File: config.mk
export PLATFORM = sky130hd
export DESIGN_NAME = iq_word_assembler
export DESIGN_NICKNAME = d
export VERILOG_FILES = /design/src/rtl/iqa_pkg.sv /design/src/rtl/iqa_sequencer.sv /design/src/rtl/iqa_packer.sv /design/src/rtl/iq_word_assembler.sv
export SDC_FILE = /design/constraint.sdc
export NUM_CORES = 1
export LEC_CHECK = 0
export ABC_AREA = 1
export BUFFER_PORTS_ARGS = -buffer_cell sky130_fd_sc_hd__buf_4
export CAP_MARGIN = 20
export CORE_ASPECT_RATIO = 0.5
export CORE_MARGIN = 4
export CORE_UTILIZATION = 49
export CTS_BUF_LIST = sky130_fd_sc_hd__clkbuf_16
export DETAILED_ROUTE_END_ITERATION = 7
export PLACE_DENSITY = 0.74
export REMOVE_ABC_BUFFERS = 1
export SYNTH_ARGS = -nofsm -noshare
export SYNTH_HDL_FRONTEND = slang
export SYNTH_SLANG_ARGS = --single-unit
File: constraint.sdc
create_clock -name clk -period 1.35 [get_ports clk]
set_input_delay 0.0675 -clock clk [delete_from_list [all_inputs] [get_ports clk]]
set_output_delay 0.0675 -clock clk [all_outputs]
set_load 0.1 [all_outputs]
File: src/rtl/iqa_pkg.sv
package iqa_pkg;
  localparam int NUM_WORDS = 4;
  localparam int PH_W = $clog2(NUM_WORDS);

  typedef enum logic [PH_W-1:0] {
    PH_I_HI = 2'd0,
    PH_I_LO = 2'd1,
    PH_Q_HI = 2'd2,
    PH_Q_LO = 2'd3
  } phase_e;
endpackage

File: src/rtl/iqa_sequencer.sv
module iqa_sequencer
  import iqa_pkg::*;
(
  input  logic   clk,
  input  logic   rst,
  input  logic   sym_start,
  output logic   take,
  output phase_e cur_phase
);
  logic            armed_q;
  logic [PH_W-1:0] cnt_q;
  logic [PH_W-1:0] cur_raw;

  always_comb begin
    take      = armed_q | sym_start;
    cur_raw   = sym_start ? '0 : cnt_q;
    cur_phase = phase_e'(cur_raw);
  end

  always_ff @(posedge clk) begin
    if (rst) begin
      armed_q <= 1'b0;
      cnt_q   <= '0;
    end else if (take) begin
      armed_q <= 1'b1;
      cnt_q   <= cur_raw + 1'b1;
    end
  end
endmodule

File: src/rtl/iqa_packer.sv
module iqa_packer
  import iqa_pkg::*;
#(
  parameter int WORD_W = 6,
  localparam int COMP_W = 2 * WORD_W
) (
  input  logic              clk,
  input  logic              rst,
  input  logic              take,
  input  phase_e            cur_phase,
  input  logic [WORD_W-1:0] word_in,
  output logic [COMP_W-1:0] i_out,
  output logic [COMP_W-1:0] q_out,
  output logic              pair_vld
);
  logic [WORD_W-1:0] hold_q [NUM_WORDS-1];
  logic              last_word;

  genvar g;
  generate
    for (g = 0; g < NUM_WORDS - 1; g++) begin : g_hold
      always_ff @(posedge clk) begin
        if (rst)
          hold_q[g] <= '0;
        else if (take && (cur_phase == phase_e'(g)))
          hold_q[g] <= word_in;
      end
    end
  endgenerate

  always_comb last_word = take && (cur_phase == PH_Q_LO);

  always_ff @(posedge clk) begin
    if (rst) begin
      pair_vld <= 1'b0;
      i_out    <= '0;
      q_out    <= '0;
    end else begin
      pair_vld <= last_word;
      if (last_word) begin
        i_out <= {hold_q[0], hold_q[1]};
        q_out <= {hold_q[2], word_in};
      end
    end
  end
endmodule

File: src/rtl/iq_word_assembler.sv
module iq_word_assembler
  import iqa_pkg::*;
#(
  parameter int WORD_W = 6,
  localparam int COMP_W = 2 * WORD_W
) (
  input  logic              clk,
  input  logic              rst,
  input  logic              sym_start,
  input  logic [WORD_W-1:0] word_in,
  output logic [COMP_W-1:0] i_out,
  output logic [COMP_W-1:0] q_out,
  output logic              pair_vld
);
  logic   take;
  phase_e cur_phase;

  iqa_sequencer u_seq (
    .clk       (clk),
    .rst       (rst),
    .sym_start (sym_start),
    .take      (take),
    .cur_phase (cur_phase)
  );

  iqa_packer #(.WORD_W(WORD_W)) u_pack (
    .clk       (clk),
    .rst       (rst),
    .take      (take),
    .cur_phase (cur_phase),
    .word_in   (word_in),
    .i_out     (i_out),
    .q_out     (q_out),
    .pair_vld  (pair_vld)
  );
endmodule

# Word level (Yosys, flattened, before mapping)
# Memory sizes are Yosys's and may differ from the RTL's. A register that Yosys moved wholly into a read port is not among the register bits.
# Cells that the tools add are included.
[classes] n_bitwise=4 n_mux=15 add_sub_neg=1 n_reduce_logical=5 eq_ne=3
[op_table] op="2-to-1 mux 6 bit" n=3
[op_table] op="2-to-1 mux 1 bit" n=11
[op_table] op="== test 2 bit (second input constant)" n=2
[op_table] op="logical AND 1 bit" n=4
[op_table] op="OR 1 bit" n=4
[op_table] op="adder 2 x 1 -> 2 bit (second input constant)" n=1
[op_table] op="== test 2 x 1 -> 1 bit (second input constant)" n=1
[op_table] op="zero test 2 bit" n=1
[op_table] op="2-to-1 mux 2 bit" n=1
[totals] mem_bits_rw=18 inputBits=9 memories=1 regBits=16
[mem_list] name="u_pack.hold_q" depth=3 word_bits=6 read_ports=3 rd_ports_with_merged_regs=3 write_ports=3 line_no="iqa_packer.sv:16" rtl="logic [WORD_W-1:0] hold_q [NUM_WORDS-1];"

# Logic depth before layout (Yosys ltp)
[logic_depth] word_depth=7 depth_mapped=6

# Cells and area by module
# A second synthesis with hierarchy kept.
[hier_totals] hier_cells=232 area_unflattened_um2=1840.5
[modules_own_cells] module="iqa_packer" instances=1 area_per_inst_um2=1696.6 seq_area_each_um2=1041.0 cells_per_inst=209
[modules_own_cells] module="iqa_sequencer" instances=1 area_per_inst_um2=143.9 seq_area_each_um2=60.1 cells_per_inst=23

# Least setup slack after synthesis
# Ideal clock, no wire load.
[synth_timing] kind="register -> register" startpoint="register u_seq.cnt_q[1]" endpoint="memory u_pack.hold_q[2][0], enable pin" path_buffers=0 setup_ps=377 synth_period_minus_slack_ps=1399 arrival_ps=1021 slack_ps=-49 path_stages_with_launch=3 path_cell_list="dfxtp_1 -> nand2_4 -> o21ai_0"
[synth_lines] item="start, declared" line_no="iqa_sequencer.sv:11" rtl="logic [PH_W-1:0] cnt_q;"
[synth_lines] item="start signal, assigned" line_no="iqa_sequencer.sv:26" rtl="cnt_q <= cur_raw + 1'b1;"
[synth_lines] item="end, declared" line_no="iqa_packer.sv:16"

==> flow_metrics.py <==
metrics = {
    "run_status": {
        "status": "complete, no violations",
    },
    "place": {
        "place_area_um2": 2182,
        "place_hpwl_um": 2531,
        "port_buffers": 33,
        "place_congestion": 0.7983,
    },
    "synthesis": {
        "yosysWarnings": 0,
        "synth.ff_latch_count": 46,
        "synth_cell_type_count": 18,
        "syn_area_per_cell_um2": 8.499,
        "synth_cells": 222,
        "ys_seq_area_share_pct": 58.36,
        "synth.cell_area_um2": 1887,
    },
    "power": {
        "p_sw_share_pct": 20.55,
        "power_uw": 3023,
        "pwr-share-seq_pct": 49.6,
        "p_int_uw": 2402,
        "power_frac_comb_pct": 6.1,
        "power_density_nw_per_um2": 1284,
        "p_clk_share_pct": 44.2,
        "leakagePower_uw": 0.001108,
        "p_switching_uw": 621.2,
        "peakVddDrop_mv": 0.5815,
    },
    "clock_network": {
        "clk_pin_slew_ps": 60,
        "clk-insertion-delay-late_ps": 290,
        "numCtsBuffers": 5,
        "htreeDepth": 2,
        "cts_root_buf": "clkbuf_16",
        "ctsResizeCount": 0,
        "cts_tree": "built",
        "cts.sinks": 46,
        "cts_buffer_depth": 2,
    },
    "worst_setup_path": {
        "crit_arrival_ps": 1190,
        "cp-start-kind": "flip-flop",
        "cp_num_buf_inv": 0,
        "cp_cell_sequence": "nand2_1 -> nand2_1 -> nand2_1 -> nand2_1",
        "end_kind": "flip-flop",
        "critPathKind": "reg2reg",
        "crit_path_max_fanout": 6,
        "cp_slowest_cell": "dfxtp_1",
        "crit_family": "simple AND/OR/NAND/NOR gates",
        "worst_path_most_repeated_cell": "nand2_1",
        "critPathMaxStageDelay_ps": 410,
        "worstPathRequired_ps": 1320,
    },
    "job": {
        "max-cap-violations": 0,
    },
    "die": {
        "design.die.area_um2": 4968,
        "std_cell_rows": 15,
        "ios": 34,
        "die_x_um": 95.76,
        "core_area_um2": 3566,
        "die_y_um": 51.88,
        "start_util_pct": 52.91,
    },
    "sta": {
        "drv_slew": 0,
        "tightest_slew_ps": 344.2,
        "fin_skew_ps": 5.459,
        "fmax_ghz": 0.8195,
        "setup_viol": 0,
        "hold_slack_ps": 81.34,
        "period_minus_slack_ps": 1220,
        "finalCritPeriodShare_pct": 90.39,
        "rsz0062_at_grt": "false",
        "hold_viol": 0,
        "slew_headroom_pct": 77.06,
    },
    "final_layout": {
        "area_growth_syn_to_layout_pct": 24.80,
        "final_common_cell": "nor2_1",
        "utilization_pct": 66.04,
        "n_fill_cell": 306,
        "drive_gt1_share_pct": 20.31,
        "fin_area_um2": 2355,
        "final_nets": 269,
        "num_antenna_cells": 0,
        "layout_common_cells": "71 x nor2_1, 38 x buf_4, 31 x nand2_1",
    },
    "global_route": {
        "grt_pass1_vias": 1286,
        "grt_pass1_wl_um": 5816,
        "grt_usage_pct": 16.09,
        "antenna_found_initial": 0,
        "grt_max_degree": 25,
        "grt_overflow": 0,
    },
    "detailed_routing": {
        "routed_wl_um": 3640,
        "num_vias": 1434,
        "vias_per_cell": 4.596,
        "antenna_left": 0,
        "firstDrtPassIters": 5,
        "drt_iter0_drc": 79,
        "post-route-drc-count": 0,
        "post_drt_wl_per_cell_um": 11.67,
    },
    "min_path": {
        "min_path_type": "in2reg",
    },
}
area by class of cell:
class                      count  area, um2  share of cell area (%)
tap                           51      63.81                   2.710
clock buffer                   5      125.1                   5.313
timing repair buffer          40      315.3                   13.39
clock inverter                 3      37.54                   1.594
sequential                    46       1101                   46.76
multi-input combinational    137      596.8                   25.35
inverter                      30      115.1                   4.888
synthesized netlist by cell type:
library cell	number	area (um2)
dfxtp_1	28	560.5
buf_4	2	15.01
nor3_1	1	5.000
edfxtp_1	18	540.5
nand2_4	2	22.52
inv_4	1	6.260
inv_2	2	7.510
buf_6	4	45.04
inv_1	27	101.4
nor2_4	1	11.26
o21ai_0	2	10.01
nand3_2	1	10.01
nand2_1	31	116.4
buf_1	1	3.750
nand3_1	27	135.1
nor2_1	71	266.5
nor2_8	1	20.02
buf_2	2	10.01
flip-flops by register name, summed over array words and instances, names as in the netlist:
signal and flops:
u_pack.hold_q 18, u_seq.cnt_q 2, u_seq.armed_q 1, u_pack.pair_vld 1, u_pack.q_out 6, i_out 12
q_out 6
what timing repair did:
action	CTS	global route
setup buffers	0	0
endpoints found under the hold margin	2	0
hold buffers	1	0
power by group through the flow:
stage	registers [uW]	logic (uW)	clock network, uW
after floorplan	1540	98.1	0
after global placement	1530	176	0
after detailed placement	1530	180	0
after CTS	1500	185	1360
after global routing	1500	206	1440
final	1500	186	1340
worst register-to-register path, stage by stage (launching register included):
cell and delay [ps]:
dfxtp_1 410, nand2_1 120, nand2_1 120, nand2_1 60, nand2_1 200
kinds of logic after synthesis:
kind of cell	synth area share (%)
compound gates	0.5305
buf+inv	10.01
flops	58.36
simple gates	31.10
path summary, 6_finish.rpt:
path | from | cells after the start | slack (ps) | to
setup / recovery | u_seq.armed_q$_SDFFE_PP0N_ | 4 | 130 | u_pack.hold_q[0][1]$_SDFFCE_PN0P_
hold / removal | sym_start | 3 | 80 | u_seq.armed_q$_SDFFE_PP0N_
setup reg to reg | u_seq.armed_q$_SDFFE_PP0N_ | 4 | 130 | u_pack.hold_q[0][1]$_SDFFCE_PN0P_
hold reg to reg | i_out[11]$_SDFFE_PP0P_ | 2 | 480 | i_out[11]$_SDFFE_PP0P_
metrics by stage:
step | setup TNS (ps) | worst slack (ps) | instances
6_report | 0 | 129.7 | 312
5_1_grt | 0 | 59.81 | 312
4_1_cts | 0 | 127.3 | 312
3_5_place_dp | 0 | 161.1 | 303
3_3_place_gp | 0 | 195.0 | 303
2_1_floorplan | -291.6 | -48.60 | 213
routing by layer:
metal / vias up / GRT usage, % / routed length, um
met2: 45 / 23.36 / 1620
met3: 4 / 6.503 / 260
met5: - / 0 / 0
met1: 630 / 21.97 / 1727
met4: 0 / 4.953 / 31
li1: 755 / - / -
Power figures use the tool's default switching activity.
